$ cat src/rtl/tagLoadPkg.sv
package tagLoadPkg;

  typedef enum logic [1:0] {
    ST_IDLE   = 2'd0,
    ST_REQ    = 2'd1,
    ST_WAIT   = 2'd2,
    ST_COMMIT = 2'd3
  } ldState_t;

  // Strobes from control to datapath
  typedef struct packed {
    logic latchIssue;
    logic raiseFault;
    logic captureRsp;
    logic commit;
  } ldStrobe_t;

endpackage

$ cat src/rtl/tagLoadCtl.sv
module tagLoadCtl
  import tagLoadPkg::*;
(
  input  logic      clk,
  input  logic      rstN,
  input  logic      issueValid,
  input  logic      issueBad,
  input  logic      memRspValid,
  output ldStrobe_t strb,
  output logic      memReqValid,
  output logic      issueReady
);

  ldState_t state, stateNext;

  always_ff @(posedge clk) begin
    if (!rstN) state <= ST_IDLE;
    else       state <= stateNext;
  end

  always_comb begin
    strb.latchIssue = (state == ST_IDLE) && issueValid && !issueBad;
    strb.raiseFault = (state == ST_IDLE) && issueValid && issueBad;
    strb.captureRsp = (state == ST_WAIT) && memRspValid;
    strb.commit     = (state == ST_COMMIT);
  end

  always_comb begin
    stateNext = state;
    unique case (state)
      ST_IDLE:   if (strb.latchIssue) stateNext = ST_REQ;
      ST_REQ:    stateNext = ST_WAIT;
      ST_WAIT:   if (memRspValid) stateNext = ST_COMMIT;
      ST_COMMIT: stateNext = ST_IDLE;
      default:   stateNext = ST_IDLE;
    endcase
  end

  assign memReqValid = (state == ST_REQ);
  assign issueReady  = (state == ST_IDLE);

  AST_REQ_SINGLE: assert property (@(posedge clk) disable iff (!rstN)
    memReqValid |=> !memReqValid);
  AST_REQ_FROM_ACCEPT: assert property (@(posedge clk) disable iff (!rstN)
    memReqValid |-> $past(strb.latchIssue));
  AST_FAULT_NO_REQ: assert property (@(posedge clk) disable iff (!rstN)
    strb.raiseFault |=> !memReqValid);
  AST_COMMIT_AFTER_RSP: assert property (@(posedge clk) disable iff (!rstN)
    strb.commit |-> $past(memRspValid));

endmodule

$ cat src/rtl/tagLoadPath.sv
module tagLoadPath
  import tagLoadPkg::*;
#(
  parameter int XLEN      = 64,
  parameter int REGAW     = 5,
  parameter int DISPW     = 16,
  parameter int MASKW     = 4,
  parameter int EXC_BASE  = 32,
  parameter int EXC_COUNT = 16,
  parameter int EXC_BIT   = 41
) (
  input  logic                         clk,
  input  logic                         rstN,
  input  ldStrobe_t                    strb,
  input  logic [REGAW-1:0]             fieldTgt,
  input  logic [DISPW-1:0]             fieldDisp,
  input  logic [MASKW-1:0]             fieldMask,
  input  logic [XLEN-1:0]              baseVal,
  input  logic [2*XLEN-1:0]            memRspData,
  input  logic                         memRspTag,
  output logic                         issueBad,
  output logic [XLEN-1:0]              memReqAddr,
  output logic                         alignFault,
  output logic                         rfWrEn,
  output logic [REGAW-1:0]             rfWrAddrEven,
  output logic [XLEN-1:0]              rfWrDataHi,
  output logic [XLEN-1:0]              rfWrDataLo,
  output logic                         excWrEn,
  output logic [$clog2(EXC_COUNT)-1:0] excWrIdx,
  output logic                         excWrVal
);

  localparam int QW      = 2 * XLEN;
  localparam int OFFW    = $clog2(QW / 8);
  localparam int EXTW    = XLEN - DISPW;
  localparam int EXCIW   = $clog2(EXC_COUNT);
  localparam int EXC_IDX = EXC_BIT - EXC_BASE;

  logic [XLEN-1:0]  eaNext, eaQ;
  logic [REGAW-1:0] tgtQ;
  logic [MASKW-1:0] maskQ, typeQ, laneHit;
  logic [QW-1:0]    dataQ;
  logic             tagQ, faultQ, typeOneHot;

  // Effective address and legality
  assign eaNext   = baseVal + {{EXTW{fieldDisp[DISPW-1]}}, fieldDisp};
  assign issueBad = (|eaNext[OFFW-1:0]) | fieldTgt[0];

  always_ff @(posedge clk) begin
    if (!rstN) begin
      eaQ    <= '0;
      tgtQ   <= '0;
      maskQ  <= '0;
      faultQ <= 1'b0;
    end else begin
      faultQ <= strb.raiseFault;
      if (strb.latchIssue) begin
        eaQ   <= eaNext;
        tgtQ  <= fieldTgt;
        maskQ <= fieldMask;
      end
    end
  end

  always_ff @(posedge clk) begin
    if (!rstN) begin
      dataQ <= '0;
      tagQ  <= 1'b0;
    end else if (strb.captureRsp) begin
      dataQ <= memRspData;
      tagQ  <= memRspTag;
    end
  end

  // Type check: one lane per pointer kind
  assign typeQ = dataQ[QW-1 -: MASKW];
  for (genvar g = 0; g < MASKW; g++) begin : gLane
    assign laneHit[g] = typeQ[g] & maskQ[g];
  end
  assign typeOneHot = $onehot(typeQ);

  assign memReqAddr   = eaQ;
  assign alignFault   = faultQ;
  assign rfWrEn       = strb.commit;
  assign rfWrAddrEven = tgtQ;
  assign rfWrDataHi   = dataQ[QW-1:XLEN];
  assign rfWrDataLo   = dataQ[XLEN-1:0];
  assign excWrEn      = strb.commit;
  assign excWrIdx     = EXC_IDX[EXCIW-1:0];
  assign excWrVal     = tagQ & typeOneHot & (|laneHit);

  AST_EVEN_PAIR: assert property (@(posedge clk) disable iff (!rstN)
    rfWrEn |-> !rfWrAddrEven[0]);
  AST_REQ_ALIGNED: assert property (@(posedge clk) disable iff (!rstN)
    strb.latchIssue |=> (memReqAddr[OFFW-1:0] == '0));
  AST_HIT_NEEDS_TAG: assert property (@(posedge clk) disable iff (!rstN)
    (excWrEn && excWrVal) |-> $past(memRspTag));
  AST_ZERO_MASK_CLEARS: assert property (@(posedge clk) disable iff (!rstN)
    (excWrEn && (maskQ == '0)) |-> !excWrVal);
  AST_FAULT_NO_WRITE: assert property (@(posedge clk) disable iff (!rstN)
    alignFault |-> !rfWrEn);

endmodule

$ cat src/rtl/tagLoadUnit.sv
module tagLoadUnit
  import tagLoadPkg::*;
#(
  parameter int XLEN      = 64,
  parameter int REGAW     = 5,
  parameter int DISPW     = 16,
  parameter int MASKW     = 4,
  parameter int EXC_BASE  = 32,
  parameter int EXC_COUNT = 16,
  parameter int EXC_BIT   = 41
) (
  input  logic                         clk,
  input  logic                         rstN,
  input  logic                         issueValid,
  output logic                         issueReady,
  input  logic [REGAW-1:0]             fieldTgt,
  input  logic [REGAW-1:0]             fieldBase,
  input  logic [DISPW-1:0]             fieldDisp,
  input  logic [MASKW-1:0]             fieldMask,
  output logic [REGAW-1:0]             rfRdAddr,
  input  logic [XLEN-1:0]              rfRdData,
  output logic                         memReqValid,
  output logic [XLEN-1:0]              memReqAddr,
  input  logic                         memRspValid,
  input  logic [2*XLEN-1:0]            memRspData,
  input  logic                         memRspTag,
  output logic                         rfWrEn,
  output logic [REGAW-1:0]             rfWrAddrEven,
  output logic [XLEN-1:0]              rfWrDataHi,
  output logic [XLEN-1:0]              rfWrDataLo,
  output logic                         excWrEn,
  output logic [$clog2(EXC_COUNT)-1:0] excWrIdx,
  output logic                         excWrVal,
  output logic                         alignFault
);

  ldStrobe_t strb;
  logic      issueBad;

  assign rfRdAddr = fieldBase;

  tagLoadCtl uCtl (
    .clk         (clk),
    .rstN        (rstN),
    .issueValid  (issueValid),
    .issueBad    (issueBad),
    .memRspValid (memRspValid),
    .strb        (strb),
    .memReqValid (memReqValid),
    .issueReady  (issueReady)
  );

  tagLoadPath #(
    .XLEN(XLEN), .REGAW(REGAW), .DISPW(DISPW), .MASKW(MASKW),
    .EXC_BASE(EXC_BASE), .EXC_COUNT(EXC_COUNT), .EXC_BIT(EXC_BIT)
  ) uPath (
    .clk          (clk),
    .rstN         (rstN),
    .strb         (strb),
    .fieldTgt     (fieldTgt),
    .fieldDisp    (fieldDisp),
    .fieldMask    (fieldMask),
    .baseVal      (rfRdData),
    .memRspData   (memRspData),
    .memRspTag    (memRspTag),
    .issueBad     (issueBad),
    .memReqAddr   (memReqAddr),
    .alignFault   (alignFault),
    .rfWrEn       (rfWrEn),
    .rfWrAddrEven (rfWrAddrEven),
    .rfWrDataHi   (rfWrDataHi),
    .rfWrDataLo   (rfWrDataLo),
    .excWrEn      (excWrEn),
    .excWrIdx     (excWrIdx),
    .excWrVal     (excWrVal)
  );

endmodule

$ cat config.mk
export PLATFORM = sky130hd
export DESIGN_NAME = tagLoadUnit
export DESIGN_NICKNAME = d
export VERILOG_FILES = /design/src/rtl/tagLoadPkg.sv /design/src/rtl/tagLoadCtl.sv /design/src/rtl/tagLoadPath.sv /design/src/rtl/tagLoadUnit.sv
export SDC_FILE = /design/constraint.sdc
export NUM_CORES = 1
export LEC_CHECK = 0
export ABC_AREA = 1
export BUFFER_PORTS_ARGS = -buffer_cell sky130_fd_sc_hd__buf_2
export CORE_MARGIN = 3
export CORE_UTILIZATION = 35
export DETAILED_ROUTE_END_ITERATION = 6
export PLACE_DENSITY = 0.68
export SLEW_MARGIN = 20
export SYNTH_ARGS = -nofsm -noshare
export SYNTH_HDL_FRONTEND = slang
export SYNTH_HIERARCHICAL = 1
export SYNTH_SLANG_ARGS = --single-unit
$ cat constraint.sdc
create_clock -name clk -period 2.3 [get_ports clk]
set_input_delay 0.115 -clock clk [delete_from_list [all_inputs] [get_ports clk]]
set_output_delay 0.115 -clock clk [all_outputs]
set_load 0.01 [all_outputs]
### Word level (Yosys, flattened, before mapping)

Index checks and enable logic that the tools add are counted.

| word-level totals | value |
|---|---|
| register bits after elaboration | 205 |
| input bits | 227 |
| output and inout port bits | 212 |
| logic and storage cells | 36 |

| cells by class | value |
|---|---|
| add/sub/neg operators | 4 |
| equality and inequality tests | 6 |
| mux-type cells | 3 |
| bitwise logic cells | 7 |
| reductions and logical operators | 9 |

Operator list:

| kind | number |
|---|---|
| 64-bit adder | 1 |
| 2-bit one-hot mux with 4 select lines | 1 |
| 4-bit OR reduction | 2 |
| 1-bit bitwise AND | 6 |
| 1-bit by 1-bit adder with 2-bit output | 2 |
| 2-bit == test, second input constant | 2 |
| 1-bit logical AND | 4 |
| 2-bit two-way mux | 2 |
| 3-bit adder | 1 |
| 3-bit by 1-bit == test with 1-bit output, second input constant | 1 |
| 2-bit by 1-bit == test with 1-bit output, second input constant | 1 |
| 2-bit zero test | 1 |
| 2-bit by 1-bit inequality test with 1-bit output, second input constant | 1 |
| 2-bit inequality test, second input constant | 1 |
| 2-bit AND reduction | 1 |
| 1-bit zero test | 1 |
| 1-bit bitwise OR | 1 |

### Depth between registers and ports, before layout

| logic depth | value |
|---|---|
| word-level depth | 7 |
| depth in mapped cells | 17 |
| gate-level depth less buffers | 17 |

### By module

The synthesis kept the hierarchy.

Modules (own cells, without submodules):

| module | times used | cells an instance | area each (sq um) | sequential area each (sq um) |
|---|---|---|---|---|
| tagLoadPath | 1 | 2,245 | 13,077.5 | 4,063.9 |
| tagLoadCtl | 1 | 29 | 193.9 | 40.0 |
| tagLoadUnit | 1 | 5 | 37.5 | 0.0 |

### Worst setup path before layout

No wires, ideal clock.

| timing path | value |
|---|---|
| path type | input-to-reg |
| start | in fieldDisp[0] |
| end | reg uPath.eaQ[47], in the netlist uPath/memReqAddr[47] |
| setup time | 0.109 ns |
| arrival | 2.191 ns |
| data required time | 2.191 ns |
| setup slack | 0.000 ns |
| cell stages on the path | 12 |
| buffers on the path | 3 |
| path through | ha_1 > fa_1 > xor2_1 > nor4_1 > nand2_1 > nor2_1 > clkbuf_1 > buf_6 > clkbuf_1 > nand3_1 > nand2_1 > inv_1 |

RTL lines:

| element | RTL line | text |
|---|---|---|
| start: declaration | tagLoadUnit.sv:18 | `input logic [DISPW-1:0] fieldDisp,` |
| end signal: assignment | tagLoadPath.sv:58 | `eaQ <= eaNext;` |
| end: declaration | tagLoadPath.sv:39 | `logic [XLEN-1:0] eaNext, eaQ;` |

### Worst setup path in the final report

| timing path | value |
|---|---|
| start | reg uPath.dataQ[124] |
| end | out excWrVal |

| on the way | value |
|---|---|
| word-level cells in the longest chain between the ends | 5 |
| elaborated cells between the ends (all ways) | 7 |
| classes of those cells | add/sub: 2; eq/ne: 1; bitwise: 3; reduce/logical: 1 |

RTL lines:

| element | RTL line | text |
|---|---|---|
| start: declaration | tagLoadPath.sv:42 | `logic [QW-1:0] dataQ;` |
| start signal: assignment | tagLoadPath.sv:70 | `dataQ <= memRspData;` |
| 1-bit by 1-bit adder with 2-bit output (not written as such) | tagLoadPath.sv:80 | `assign typeOneHot = $onehot(typeQ);` |
| 3-bit adder (not written as such) | tagLoadPath.sv:80 |  |
| 3-bit by 1-bit == test with 1-bit output | tagLoadPath.sv:80 |  |
| 1-bit bitwise AND | tagLoadPath.sv:90 | `assign excWrVal = tagQ & typeOneHot & (\|laneHit);` |
| 1-bit bitwise AND (*) | tagLoadPath.sv:90 |  |
| end: declaration | tagLoadUnit.sv:33 | `output logic excWrVal,` |

Every way passes the cells marked *; elsewhere a longest branch is shown, timed or not.

==> impl_table.tex <==
\begin{tabular}{lr}
\hline
Metric & Value \\
\hline
\multicolumn{2}{l}{\textbf{Outcome}} \\
Run status & finished, violations left \\
Violations in the final reports & negative setup slack \\
\multicolumn{2}{l}{\textbf{Layout}} \\
Number of non-filler instances in the completed layout & roughly 3,400 \\
Area growth from synthesis to final layout & 40.1\% \\
Number of filler cells placed in the layout & roughly 3,700 \\
Final net count & about 3,200 \\
Total non-filler cell area in the finished layout & approximately 19,000 µm² \\
Fraction of final layout cells with drive strength greater than 1 & 19.8\% \\
Count of inserted antenna diode cells & 0 \\
\multicolumn{2}{l}{\textbf{Die}} \\
I/O pins & 439 \\
Row Count & 70 \\
Width of the die & approximately 200 µm \\
Die area & around 40,000 µm² \\
Area of the core & roughly 37,000 µm² \\
Initial standard-cell utilization of the core & between 30 and 40\% \\
Vertical die dimension & roughly 200 µm \\
\multicolumn{2}{l}{\textbf{Setup path}} \\
Data arrival at the endpoint of the critical path & 2.37 ns \\
Kind of start point of the critical path & register \\
Type of element capturing the critical path & output pin \\
Highest fanout seen on the critical path & 2 \\
Required time worst endpoint & between 2 and 2.5 ns \\
Setup Crit Path Kind & reg -> out \\
\multicolumn{2}{l}{\textbf{Synthesis}} \\
Xor and xnor area share after synthesis & slightly above 2\% \\
Count of warnings emitted by yosys & 6 \\
Fraction of the mapped netlist area in compound gates & around 8.8\% \\
Fraction of the yosys area taken by sequential cells & slightly above 30\% \\
Ys async rst share & 0\% \\
Count of flip-flops with a built-in enable after synthesis & 0 \\
Most instantiated flip-flop cell in the synthesis netlist & dfxtp\_1 \\
Area share of and/or/nand/nor cells after synthesis & around 37\% \\
Register bit total from synthesis & approximately 210 \\
Multiplexer share of the synthesized area & 0\% \\
Area share of fa/ha/maj cells after synthesis & under 10\% \\
Main combinational cell family by area after synthesis & simple AND/OR/NAND/NOR gates \\
Post-Syn Area per Cell & approximately 5.8 µm² \\
Number of unique standard cell types used by synthesis & 34 \\
Number of standard cells after synthesis & 2,279 \\
Mapped cell area & 13,300 µm² \\
\multicolumn{2}{l}{\textbf{GRT}} \\
Antenna violations before repair & 0 \\
Grt total ovfl & 0 \\
Number of global-route vias before repair & around 15,000 \\
Wire length of the first global-routing pass & 81.8 mm \\
Maximum number of pins on one net before global-route repair & approximately 150 \\
Total global-route track usage & approximately 25\% \\
\multicolumn{2}{l}{\textbf{Drt}} \\
Met2 wirelength from detailed routing & about 24 mm \\
Overall via count from detail\_route & $\sim$16,000 \\
Top layer used by detailed routing & met4 \\
Count of unresolved DRC violations after routing & 0 \\
Violation count after the first detailed-routing iteration & around 1,300 \\
Wire length on met3 & 3.57 mm \\
Routed WL per cell & $\sim$16 µm \\
Post-Route WL & between 50 and 60 mm \\
Post-DR vias/cell & between 4 and 5 \\
Number of iterations in the first detailed-routing pass & 6 \\
Met1 wire length & 22.7 mm \\
Post-DRT Antenna Nets & 0 \\
\multicolumn{2}{l}{\textbf{Run}} \\
Max-cap violations & 0 \\
\multicolumn{2}{l}{\textbf{STA}} \\
Relative max-transition margin & 62.2\% \\
Max-slew violation total from the final report & 0 \\
Slew at the pin closest to its max-slew limit & about 0.57 ns \\
Post-route worst setup slack & -0.182 ns \\
RSZ-0062 raised after global routing & yes \\
Final setup violation count & 1 \\
Min cycle time layout & 2.48 ns \\
Post-route clock period utilization & 108\% \\
Largest clock skew in the final design & 0.0308 ns \\
Final Hold Viols & 0 \\
Upper clock frequency limit & 0.403 GHz \\
\multicolumn{2}{l}{\textbf{Placement}} \\
Global placer's final weighted congestion & between 1 and 1.5 \\
Placement Cell Area & about 16,000 µm² \\
Post-placement cell count & around 3,200 \\
HPWL after detailed placement & between 40 and 50 mm \\
Count of buffers from port buffering & about 420 \\
\multicolumn{2}{l}{\textbf{Clock network}} \\
Number of buffers created by CTS & 25 \\
H-Tree Level Count & 1 \\
Root Buffer & clkbuf\_16 \\
Clock network latency to the later pin of the worst-skew pair & roughly 0.54 ns \\
Clock sink count & between 200 and 250 \\
Max Buffers Root-to-Sink & 3 \\
Clk pin slew, worst setup/hold paths & about 0.06 ns \\
TritonCTS clock tree & done \\
\multicolumn{2}{l}{\textbf{Hold path}} \\
Path class of the lowest-slack min-delay path & in -> reg \\
\multicolumn{2}{l}{\textbf{Power and ir drop}} \\
Maximum ir drop on the vdd rail & 0.000587 V \\
Power share of the sequential group & 34.0\% \\
Net switching power & 4490 µW \\
Proportion of power drawn by the clock network & 32.8\% \\
Internal Pwr Total & a little over 8000 µW \\
Combinational fraction of design power & between 30 and 40\% \\
Leakage component of the power & approximately 0.011 µW \\
Power density over the cells & approximately 700 nW/µm² \\
Tot Pwr & 12,700 µW \\
Net Sw Frac & 35.3\% \\
\hline
\end{tabular}
-- worst paths after layout --
kind                                        from                   to  slack (ns)  cells past startpoint
worst min-delay path                 rfRdData[1]  uPath/memReqAddr[1]        0.05                      4
worst min register to register  uPath/dataQ[124]     uPath/dataQ[124]        0.49                      2
worst max-delay path            uPath/dataQ[124]             excWrVal       -0.18                      9
worst max register to register     uCtl/state[0]      uPath/dataQ[66]        0.41                      9
-- synthesized netlist by cell type (3+ instances only) --
cell type | instances | area [µm²]
dfxtp_1 | 205 | 4100
clkbuf_1 | 46 | 173
buf_2 | 13 | 65.1
buf_4 | 11 | 82.6
inv_1 | 399 | 1500
nor2_1 | 517 | 1940
xor2_1 | 27 | 236
and2_1 | 3 | 18.8
nor4_1 | 3 | 18.8
o21ai_0 | 175 | 876
o21ai_1 | 3 | 15.0
nor3_1 | 11 | 55.1
nand4_1 | 11 | 68.8
nand3_2 | 8 | 80.1
nand2_1 | 627 | 2350
xnor2_1 | 4 | 35.0
o211ai_1 | 3 | 22.5
nand2_2 | 9 | 56.3
nand3_1 | 68 | 340
buf_1 | 4 | 15.0
a21oi_1 | 45 | 225
ha_1 | 70 | 876
-- metrics by stage --
stage / utilization (%) / TNS, ns / setup slack [ns] / hold WS, ns
2_1_floorplan: - / 0 / 0.000235 / 0.236
3_3_place_gp: 43.9 / -2.62 / -0.157 / 0.230
3_5_place_dp: 43.9 / -4.00 / -0.178 / 0.230
4_1_cts: 50.2 / -0.246 / -0.246 / 0.0162
5_1_grt: 50.3 / -0.261 / -0.261 / 0.0998
6_report: 50.3 / -0.182 / -0.182 / 0.0537
-- flip-flops by register name, indices dropped and copies added, names as in the netlist --
register and cells:
uCtl/state 2, uPath/alignFault 1, uPath/dataQ 128, uPath/maskQ 4, uPath/memReqAddr 64, uPath/rfWrAddrEven 5, uPath/tagQ 1
-- per-layer routing --
metal | vias to the layer above | global-route usage [%]
li1 | 8010 | -
met1 | 7075 | 31.6
met2 | 644 | 41.7
met3 | 161 | 4.02
met4 | 0 | 11.0
met5 | - | 0
-- cell usage in the layout, fill, tap and decap left out, drive strengths merged, types with 6 or more instances in the layout --
master,n
clkinv,6
inv,402
nand2,636
dlygate4sd3,142
buf,493
nand3,76
nor2,519
clkbuf,32
nand4,11
xor2,27
o21ai,179
dfxtp,205
ha,70
nor3,13
a21oi,45
-- kinds of logic after synthesis --
group	count (synthesis)
compound gates	230
other cells	2
simple gates	1261
buf+inv	478
flops	205
xor+xnor	31
fa+ha+maj	72
-- repair_timing --
item,CTS,global route
setup buffers,4,1
resized for setup,7,6
hold buffers,142,0
endpoints found under the setup margin,1,1
gates cloned,0,0
hold endpoints to repair,142,0
pin swaps,3,3
-- power by group through the flow --
stage | sequential, µW | combinational [µW] | clock [µW]
after detailed placement | 4370 | 3850 | 0
after CTS | 4300 | 4120 | 4290
after global routing | 4370 | 4650 | 4410
final | 4320 | 4230 | 4170
after floorplan | 4560 | 2090 | 0
after global placement | 4350 | 3800 | 0
-- worst max-delay path: stages (launching register included) --
cell and delay [ns]:
dfxtp_2 0.33, inv_2 0.04, fa_1 0.56, inv_2 0.05, ha_4 0.15, ha_4 0.21, nor2_4 0.08, nand3_2 0.08
a41oi_2 0.15, buf_2 0.17
-- cell type report --
cell class	count	area, µm²	area share [%]
multi-input combinational	1598	7390	39.6
inverter	401	1510	8.08
clock inverter	13	178	0.953
sequential	205	4110	22.0
clock buffer	32	692	3.71
timing repair buffer	635	4140	22.2
tap	504	631	3.38
(Power assumes the default switching activity.)
